--- src/rtl/pio_timer_pkg.sv ---
package pio_timer_pkg;
  typedef enum logic [1:0] {
    PH_IDLE   = 2'd0,
    PH_SETUP  = 2'd1,
    PH_ACTIVE = 2'd2,
    PH_RECOV  = 2'd3
  } pio_phase_e;
endpackage

--- src/rtl/pio_reset_sync.sv ---
module pio_reset_sync (
  input  logic clk,
  input  logic rst_async_n,
  output logic rst_sync_n
);
  logic stage_q;
  logic out_q;

  always_ff @(posedge clk or negedge rst_async_n) begin
    if (!rst_async_n) begin
      stage_q <= 1'b0;
      out_q   <= 1'b0;
    end else begin
      stage_q <= 1'b1;
      out_q   <= stage_q;
    end
  end

  assign rst_sync_n = out_q;
endmodule

--- src/rtl/pio_timing_select.sv ---
module pio_timing_select #(
  parameter int NDRV  = 2,
  parameter int SU_W  = 2,
  parameter int PW_W  = 4,
  parameter int RC_W  = 4,
  parameter int CNT_W = 5,
  localparam int DSW  = (NDRV > 1) ? $clog2(NDRV) : 1
) (
  input  logic [NDRV-1:0]           present,
  input  logic [NDRV-1:0][SU_W-1:0] su_code,
  input  logic [NDRV-1:0][PW_W-1:0] rd_pw,
  input  logic [NDRV-1:0][RC_W-1:0] rd_rc,
  input  logic [NDRV-1:0][PW_W-1:0] wr_pw,
  input  logic [NDRV-1:0][RC_W-1:0] wr_rc,
  input  logic [DSW-1:0]            drv,
  input  logic                      is_write,
  output logic [CNT_W-1:0]          setup_m1,
  output logic [CNT_W-1:0]          pulse_m1,
  output logic [CNT_W-1:0]          recov_m1
);
  logic [SU_W-1:0] su_max;
  logic [PW_W-1:0] pw_sel;
  logic [RC_W-1:0] rc_sel;
  logic            drv_here;

  // Shared setup: longest requirement among present drives.
  always_comb begin
    su_max = '0;
    for (int d = 0; d < NDRV; d++) begin
      if (present[d] && (su_code[d] > su_max)) su_max = su_code[d];
    end
  end

  always_comb begin
    drv_here = present[drv];
    pw_sel   = is_write ? wr_pw[drv] : rd_pw[drv];
    rc_sel   = is_write ? wr_rc[drv] : rd_rc[drv];
  end

  // Absent drive falls back to the shortest lengths (codes of zero).
  assign setup_m1 = CNT_W'(su_max);
  assign pulse_m1 = drv_here ? CNT_W'(pw_sel) : '0;
  assign recov_m1 = drv_here ? (CNT_W'(rc_sel) + CNT_W'(1)) : CNT_W'(1);
endmodule

--- src/rtl/pio_phase_fsm.sv ---
module pio_phase_fsm
  import pio_timer_pkg::*;
#(
  parameter int CNT_W = 5,
  parameter int SU_W  = 2
) (
  input  logic             clk,
  input  logic             rst_n,
  input  logic             req,
  input  logic             is_write,
  input  logic [CNT_W-1:0] setup_m1,
  input  logic [CNT_W-1:0] pulse_m1,
  input  logic [CNT_W-1:0] recov_m1,
  output pio_phase_e       phase,
  output logic             dir_wr,
  output logic             done
);
  localparam logic [CNT_W-1:0] SU_LIMIT = CNT_W'((1 << SU_W) - 1);

  pio_phase_e       phase_q, phase_d;
  logic [CNT_W-1:0] cnt_q, cnt_d;
  logic [CNT_W-1:0] pw_q, pw_d;
  logic [CNT_W-1:0] rc_q, rc_d;
  logic             dir_q, dir_d;
  logic             pend_q, pend_d;
  logic             done_q, done_d;
  logic             cnt_zero;
  logic             start;
  logic             cap_en;

  assign cnt_zero = (cnt_q == '0);
  assign start    = (phase_q == PH_IDLE) && (req || pend_q);
  assign cap_en   = start;

  always_comb begin
    phase_d = phase_q;
    cnt_d   = cnt_q;
    pend_d  = pend_q;
    done_d  = 1'b0;
    unique case (phase_q)
      PH_IDLE: begin
        if (start) begin
          phase_d = PH_SETUP;
          cnt_d   = setup_m1;
          pend_d  = 1'b0;
        end
      end
      PH_SETUP: begin
        if (req) pend_d = 1'b1;
        if (cnt_zero) begin
          phase_d = PH_ACTIVE;
          cnt_d   = pw_q;
        end else begin
          cnt_d = cnt_q - CNT_W'(1);
        end
      end
      PH_ACTIVE: begin
        if (req) pend_d = 1'b1;
        if (cnt_zero) begin
          phase_d = PH_RECOV;
          cnt_d   = rc_q;
        end else begin
          cnt_d = cnt_q - CNT_W'(1);
        end
      end
      PH_RECOV: begin
        if (req) pend_d = 1'b1;
        if (cnt_zero) begin
          phase_d = PH_IDLE;
          done_d  = 1'b1;
        end else begin
          cnt_d = cnt_q - CNT_W'(1);
        end
      end
      default: phase_d = PH_IDLE;
    endcase
  end

  // Per-access capture: only loaded when a cycle starts.
  always_comb begin
    pw_d  = cap_en ? pulse_m1 : pw_q;
    rc_d  = cap_en ? recov_m1 : rc_q;
    dir_d = cap_en ? is_write : dir_q;
  end

  always_ff @(posedge clk or negedge rst_n) begin
    if (!rst_n) begin
      phase_q <= PH_IDLE;
      cnt_q   <= '0;
      pw_q    <= '0;
      rc_q    <= '0;
      dir_q   <= 1'b0;
      pend_q  <= 1'b0;
      done_q  <= 1'b0;
    end else begin
      phase_q <= phase_d;
      cnt_q   <= cnt_d;
      pw_q    <= pw_d;
      rc_q    <= rc_d;
      dir_q   <= dir_d;
      pend_q  <= pend_d;
      done_q  <= done_d;
    end
  end

  assign phase  = phase_q;
  assign dir_wr = dir_q;
  assign done   = done_q;

  // the shared address phase never exceeds its field range.
  p_setup_bound_r2: assert property (@(posedge clk) disable iff (!rst_n)
    (phase_q == PH_SETUP) |-> (cnt_q <= SU_LIMIT));

  // a request seen during a cycle is held until the cycle ends.
  p_pend_hold_r9: assert property (@(posedge clk) disable iff (!rst_n)
    (pend_q && (phase_q != PH_IDLE)) |=> pend_q || (phase_q == PH_SETUP));

  // captured direction is stable for the whole access.
  p_dir_stable_r10: assert property (@(posedge clk) disable iff (!rst_n)
    ((phase_q != PH_IDLE) && (phase_d != PH_IDLE) && !start) |=> $stable(dir_q));
endmodule

--- src/rtl/pio_strobe_decode.sv ---
module pio_strobe_decode
  import pio_timer_pkg::*;
(
  input  pio_phase_e phase,
  input  logic       dir_wr,
  output logic       addr_valid,
  output logic       dior_n,
  output logic       diow_n,
  output logic       busy
);
  logic strobe_on;

  assign strobe_on  = (phase == PH_ACTIVE);
  assign busy       = (phase != PH_IDLE);
  assign addr_valid = busy;
  assign dior_n     = ~(strobe_on & ~dir_wr);
  assign diow_n     = ~(strobe_on &  dir_wr);
endmodule

--- src/rtl/pio_cycle_timer.sv ---
module pio_cycle_timer
  import pio_timer_pkg::*;
#(
  parameter int NDRV = 2,
  parameter int SU_W = 2,
  parameter int PW_W = 4,
  parameter int RC_W = 4,
  localparam int DSW = (NDRV > 1) ? $clog2(NDRV) : 1
) (
  input  logic                      clk,
  input  logic                      rst_n,
  input  logic [NDRV-1:0]           drv_present,
  input  logic [NDRV-1:0][SU_W-1:0] setup_code,
  input  logic [NDRV-1:0][PW_W-1:0] rd_pulse_code,
  input  logic [NDRV-1:0][RC_W-1:0] rd_recov_code,
  input  logic [NDRV-1:0][PW_W-1:0] wr_pulse_code,
  input  logic [NDRV-1:0][RC_W-1:0] wr_recov_code,
  input  logic                      cyc_req,
  input  logic                      cyc_write,
  input  logic [DSW-1:0]            drv_sel,
  output logic                      addr_valid,
  output logic                      dior_n,
  output logic                      diow_n,
  output logic                      busy,
  output logic                      done
);
  localparam int CNT_W = ((PW_W > RC_W) ? PW_W : RC_W) + 1;

  logic             rst_int_n;
  logic [CNT_W-1:0] setup_m1, pulse_m1, recov_m1;
  pio_phase_e       phase;
  logic             dir_wr;

  pio_reset_sync u_rst (
    .clk         (clk),
    .rst_async_n (rst_n),
    .rst_sync_n  (rst_int_n)
  );

  pio_timing_select #(
    .NDRV (NDRV), .SU_W (SU_W), .PW_W (PW_W), .RC_W (RC_W), .CNT_W (CNT_W)
  ) u_sel (
    .present  (drv_present),
    .su_code  (setup_code),
    .rd_pw    (rd_pulse_code),
    .rd_rc    (rd_recov_code),
    .wr_pw    (wr_pulse_code),
    .wr_rc    (wr_recov_code),
    .drv      (drv_sel),
    .is_write (cyc_write),
    .setup_m1 (setup_m1),
    .pulse_m1 (pulse_m1),
    .recov_m1 (recov_m1)
  );

  pio_phase_fsm #(.CNT_W (CNT_W), .SU_W (SU_W)) u_fsm (
    .clk      (clk),
    .rst_n    (rst_int_n),
    .req      (cyc_req),
    .is_write (cyc_write),
    .setup_m1 (setup_m1),
    .pulse_m1 (pulse_m1),
    .recov_m1 (recov_m1),
    .phase    (phase),
    .dir_wr   (dir_wr),
    .done     (done)
  );

  pio_strobe_decode u_dec (
    .phase      (phase),
    .dir_wr     (dir_wr),
    .addr_valid (addr_valid),
    .dior_n     (dior_n),
    .diow_n     (diow_n),
    .busy       (busy)
  );

  // the two strobes are never active together.
  p_strobe_excl_r3: assert property (@(posedge clk) disable iff (!rst_int_n)
    !(!dior_n && !diow_n));

  // a strobe only falls while the address is valid.
  p_strobe_addr_r3: assert property (@(posedge clk) disable iff (!rst_int_n)
    (!dior_n || !diow_n) |-> addr_valid);

  // done lasts a single clock and never overlaps an access.
  p_done_single_r8: assert property (@(posedge clk) disable iff (!rst_int_n)
    done |=> !done);
  p_done_idle_r8: assert property (@(posedge clk) disable iff (!rst_int_n)
    done |-> !busy);

  // every end of an access is marked by done.
  p_busy_end_r8: assert property (@(posedge clk) disable iff (!rst_int_n)
    $fell(busy) |-> done);
endmodule

--- config.mk ---
export PLATFORM = sky130hd
export DESIGN_NAME = pio_cycle_timer
export DESIGN_NICKNAME = d
export VERILOG_FILES = /design/src/rtl/pio_timer_pkg.sv /design/src/rtl/pio_reset_sync.sv /design/src/rtl/pio_timing_select.sv /design/src/rtl/pio_phase_fsm.sv /design/src/rtl/pio_strobe_decode.sv /design/src/rtl/pio_cycle_timer.sv
export SDC_FILE = /design/constraint.sdc
export NUM_CORES = 1
export LEC_CHECK = 0
export CAP_MARGIN = 20
export CORE_MARGIN = 10
export CORE_UTILIZATION = 50
export CTS_BUF_LIST = sky130_fd_sc_hd__clkbuf_8
export DETAILED_ROUTE_END_ITERATION = 12
export MAX_ROUTING_LAYER = met4
export PLACE_DENSITY = 0.88
export SYNTH_ARGS = -nofsm -noshare
export SYNTH_HDL_FRONTEND = slang
export SYNTH_SLANG_ARGS = --single-unit
--- constraint.sdc ---
create_clock -name clk -period 2.1 [get_ports clk]
set_input_delay 0.21 -clock clk [delete_from_list [all_inputs] [get_ports clk]]
set_output_delay 0.21 -clock clk [all_outputs]
set_load 0.05 [all_outputs]
# Yosys cells after proc, flatten, opt, wreduce, memory -nomap -nowiden
# Cells that the tools add are included.
[word_totals]
elab_cells = 70
out_inout_bits = 5
input_bits = 43
regBits = 22
[op_classes]
magnitude_cmp = 3
bitwise = 5
muxes = 31
reduce_logical = 11
eq_ne = 9
addsub = 2
[op_table]
columns = ["operator", "count"]
rows = [
  ["2-to-1 mux 4 bit", 11],
  ["2-to-1 mux 5 bit", 5],
  ["case mux 5 bit (4 select lines)", 1],
  ["2-to-1 mux 2 bit", 6],
  ["!= test 2 x 1 -> 1 bit, second input constant", 4],
  ["case mux 2 bit (4 select lines)", 1],
  ["2-to-1 mux 1 bit", 6],
  ["adder 4 x 1 -> 5 bit, second input constant", 1],
  ["zero test 5 bit", 1],
  ["subtractor 5 x 1 -> 5 bit, second input constant", 1],
  ["equality test 2 bit, second input constant", 2],
  ["!= test 2 bit, second input constant", 2],
  ["AND reduction 2 bit", 2],
  ["AND reduction 4 bit", 1],
  ["logical AND 1 bit", 3],
  ["NOT 1 bit", 3],
  ["OR reduction 3 bit", 1],
  ["bitwise AND 1 bit", 2],
  ["equality test 2 x 1 -> 1 bit, second input constant", 1],
  ["> comparator 2 x 1 -> 1 bit, second input constant", 1],
  ["> comparator 2 bit", 1],
  ["zero test 2 bit", 1],
  ["< comparator 1 x 2 -> 1 bit, second input constant", 1],
  ["case mux 1 bit (2 select lines)", 1],
  ["2 further kinds", 2],
]

# Logic depth before layout (Yosys ltp)
[logic_depth]
ltp_word = 8
mapped_depth = 7
mapped_depth_nobuf = 6

# Hierarchy
# From an unflattened synthesis, not the netlist that was laid out.
[hier_totals]
cells_unflattened = 139
hier_area_um2 = 1610.3
[by_module_without_submodules]
columns = ["module", "seq_area_each_um2", "cells_each", "instances", "area_each_um2"]
rows = [
  ["pio_phase_fsm", 500.5, 91, 1, 1063.5],
  ["pio_timing_select", 0.0, 41, 1, 462.9],
  ["pio_reset_sync", 50.0, 3, 1, 53.8],
  ["pio_strobe_decode", 0.0, 4, 1, 30.0],
]

# Least setup slack after synthesis
# OpenSTA, ideal clock, no wires.
[synth_timing]
path_kind = "register -> register"
start = "register u_fsm.phase_q[0] (netlist: u_fsm.phase[0])"
end = "register u_fsm.phase_q[1] (netlist: u_fsm.phase[1])"
period_less_slack_ns = 1.697
path_slack_ns = 0.403
required_ns = 1.975
setup_ns = 0.125
path_stages_with_launch = 8
path_buffers = 1
arrival_time_ns = 1.573
cell_sequence = "dfrtp_1 > inv_1 > ha_1 > buf_2 > nor3_1 > nor2_1 > nor2_1 > mux2_2"
[synth_between]
elab_chain_cells = 4
elab_cells_between_ends = 11
classes_between = "eq/ne: 7; mux: 1; reduce/logical: 3"
[synth_rtl]
columns = ["item", "line", "rtl"]
rows = [
  ["start, declared", "pio_phase_fsm.sv:20", "pio_phase_e phase_q, phase_d;"],
  ["start signal, assigned", "pio_phase_fsm.sv:96", "phase_q <= phase_d;"],
  ["zero test 2 bit", "pio_phase_fsm.sv:32, pio_phase_fsm.sv:40", ""],
  ["logical AND 1 bit", "pio_phase_fsm.sv:32", "assign start = (phase_q == PH_IDLE) && (req || pend_q);"],
  ["!= test 2 x 1 -> 1 bit (no line)", "-", ""],
  ["AND reduction 4 bit (no line)", "-", ""],
]
# Several ways; a longest one is shown, not always the timed one.
# A chain may end at the register's enable or synchronous reset.

# Worst setup path after layout
# Same ends and word-level chain as after synthesis.

==> impl_results.md <==
- Clock buffer depth: 2
- Final HPWL DP: 2981 microns
- Fin crit share: 89.90%
- Synth Warn #: 0
- Crit start category: flip-flop
- Min cycle time layout: 1.888 ns
- Final net count: 229
- I/O Buffers: 47
- Final Skew: 0.0009478 ns
- Kind of critical path: flip-flop to flip-flop
- Static Leak: 0.8683 nW
- Largest family of logic cells by synthesized area: compound AO/OA/AOI/OAI gates
- Largest net degree at the start of global routing: 20
- Die Area: 5272 sq um
- Clock root cell: clkbuf_8
- Total GRT Usage: 14.03%
- Die Ht: 72.61 microns
- Combinational power share: 58.8%
- # setup viols final: 0
- CTS Buf Count: 3
- P per Cell Area: 1141 nW/um^2
- Syn Inst Count: 125
- Antenna cells: 0
- Vias: 1264
- Worst-path fanout max: 10
- Compound-Gate Fraction of Synth Area: 19.62%
- GR Overflow Total: 0
- Die Wd: 72.61 microns
- P_sw: 940.5 uW
- Hold-fix buffers at CTS: 0
- Sink Count: 21
- Multi-input gate area: 780.7 sq um
- Clock share of power: 11.5%
- Synth cell types: 38
- Area Overhead vs Synth: 42.41%
- IO Pins: 48
- Fin. max-slew vios: 0
- Final Hold Fails: 0
- Max IR drop VDD: 0.0008279 V
- Max Cap Viol: 0
- Starting density of the core: 51.06%
- Synth Register Bits: 21
- Worst hold path class: input pin to async pin
- Number of global-route vias before repair: 1404
- Post-synthesis mux area share: 16.73%
- FMAX: 529.7 MHz
- Core Area: 2710 sq um
- Fin Setup TNS: 0 ns
- Cell Area, Synth: 1384 sq um
- Post-Synth Adder-Cell Area: 7.233%
- Worst path required time: 2.25 ns
- RSZ-0062 raised after global routing: false
- Register area share after synthesis: 37.97%
- Register share of total power: 29.8%
- Row Count: 19
- Cell Int Power: 1.307 mW
- Status: completed
- PostCTS Resize Cnt: 0
- Placement Cell Area: 1924 sq um
- Share of cells above drive strength 1: 13.56%
- Clock tree from TritonCTS: built
- Drt pass-1 iters: 4
- Critical path arrival: 2.03 ns
- Number of DRC violations after detailed-routing iteration 0: 131
- Post-CTS setup buffers: 0
- Final ANT Viol Nets: 0
- Post-layout instance area: 1971 sq um
- Syn_area_per_cell: 11.07 sq um
- Routed wire per std cell: 16.50 microns
- Clock transition at path regs: 0.07 ns
- Register area: 525.5 sq um
- Xor and xnor area share after synthesis: 1.266%
- CP Capture Type: flip-flop
- Worst rel slew slack: 50.73%
- First-pass GRT wire length: 5982 microns
- Vias per Instance: 6.077
- Final WL: 3433 microns
- Latest clock arrival within the worst-skew pair: 0.26 ns
- Post-Synth Simple-Gate Area: 11.30%
- DRC viols: 0
- Worst-Margin Slew: 0.7390 ns
- Initial antenna violation count: 0
- Syn_nets: 176
- Sw frac: 41.84%
- H-Tree Depth: 1
- # fillers: 190
- Placer Congestion: 0.8278
## critical path, stage by stage (launching register included)
cell and delay, ns:
dfrtp_1 0.41, inv_1 0.10, ha_1 0.36, nor3b_1 0.48, nor2_1 0.13, mux2_2 0.29
## Yosys cell counts
cell	n	share of area [%]
dfrtp_1	21	38
inv_1	11	3.0
a22o_1	9	5.7
ha_1	8	7.2
nor2_1	8	2.2
nand2_1	7	1.9
a21oi_1	5	1.8
mux4_1	5	9.5
o21ai_0	5	1.8
a211oi_1	3	1.6
mux4_2	3	4.9
a21o_1	2	1.1
a22oi_1	2	1.1
a311oi_1	2	1.3
a32oi_1	2	1.3
and2_1	2	0.90
buf_2	2	0.72
clkbuf_1	2	0.54
mux2_2	2	1.6
nand2b_1	2	0.90
nand4_1	2	0.90
nor3_1	2	0.72
o22ai_1	2	0.90
o31ai_1	2	1.1
a21bo_2	1	0.72
buf_4	1	0.54
buf_6	1	0.81
conb_1	1	0.27
mux2i_1	1	0.72
nand3_2	1	0.72
nor2b_1	1	0.45
nor3b_1	1	0.54
nor4b_2	1	1.1
o21bai_1	1	0.54
o32a_1	1	0.72
or4b_4	1	0.99
xnor2_1	1	0.63
xor2_1	1	0.63
## registers in the layout, indices dropped and copies added, names as in the netlist
signal            count
u_fsm.cnt_q           5
u_fsm.dir_wr          1
u_fsm.done            1
u_fsm.pend_q          1
u_fsm.phase           2
u_fsm.pw_q            4
u_fsm.rc_q            5
u_rst.rst_sync_n      1
u_rst.stage_q         1
## kinds of logic (layout without fill, tap and decap cells)
| kind of cell | count (synthesis) | in the layout |
|---|---|---|
| AO/OA/AOI/OAI | 37 | 37 |
| AND/OR/NAND/NOR | 28 | 28 |
| flip-flops | 21 | 21 |
| buffers and inverters | 17 | 69 |
| multiplexers | 11 | 11 |
| adder cells (fa/ha/maj) | 8 | 8 |
| XOR/XNOR | 2 | 2 |
| other | 1 | 1 |
## final cells by class
| cell class | instances | area share [%] |
|---|---|---|
| well taps | 31 | 1.968 |
| inverters | 11 | 2.095 |
| multi-input cells | 87 | 39.62 |
| clock buffers | 3 | 2.095 |
| clock inverters | 1 | 0.2540 |
| flip-flops and latches | 21 | 26.67 |
| repair buffers | 54 | 27.30 |
## per-stage QoR
stage | total power [mW] | cells | hold slack (ns) | utilization [%] | setup slack [ns]
after floorplan | 1.549 | 125 | -0.08559 | - | 0.4028
after global placement | 1.908 | 204 | 0.3169 | 71.01 | 0.06901
after detailed placement | 1.983 | 204 | 0.3302 | 71.01 | 0.04609
after CTS | 2.241 | 208 | 0.1082 | 72.71 | 0.1991
after global routing | 2.397 | 208 | 0.1032 | 72.71 | 0.03499
final | 2.248 | 208 | 0.1092 | 72.71 | 0.2121
## final timing paths
path	from	slack, ns	end	cells after the start
max in group asynchronous	u_rst.rst_sync_n	1.33	u_fsm.cnt_q[0]	0
min reg2reg	u_rst.rst_sync_n	0.31	u_fsm.pw_q[2]	0
min in group clk	u_rst.stage_q	0.37	u_rst.rst_sync_n	0
max	u_fsm.phase[0]	0.21	u_fsm.phase[1]	5
max reg2reg	u_fsm.phase[0]	0.21	u_fsm.phase[1]	5
min	rst_n	0.11	u_rst.stage_q	1
## cells in the final DEF, fill, tap and decap left out, types with 3 or more instances in the layout
cell type	netlist	final
clkdlybuf4s50_1	0	43
ha_1	8	8
dfrtp_1	21	21
a211oi_1	3	3
mux4_1	5	5
buf_4	1	9
o21ai_0	5	5
nor2_1	8	8
nand2_1	7	7
inv_1	11	11
a21oi_1	5	5
mux4_2	3	3
clkbuf_8	0	3
a22o_1	9	9
## power groups by stage
stage	registers (mW)	logic (mW)	clock network, mW
floorplan	0.661	0.889	0
CTS	0.666	1.31	0.264
finish	0.669	1.32	0.258
global placement	0.663	1.24	0
detailed placement	0.676	1.31	0
global route	0.686	1.43	0.286
## per-layer routing
metal	GRT usage (%)	wire length, microns	vias to the layer above
met1	14.39	1383	610
met3	3.673	234	12
met4	7.173	114	0
met5	-	0	-
li1	-	-	577
met2	24.08	1700	65
Note: power is estimated with default switching activity, not from simulation.
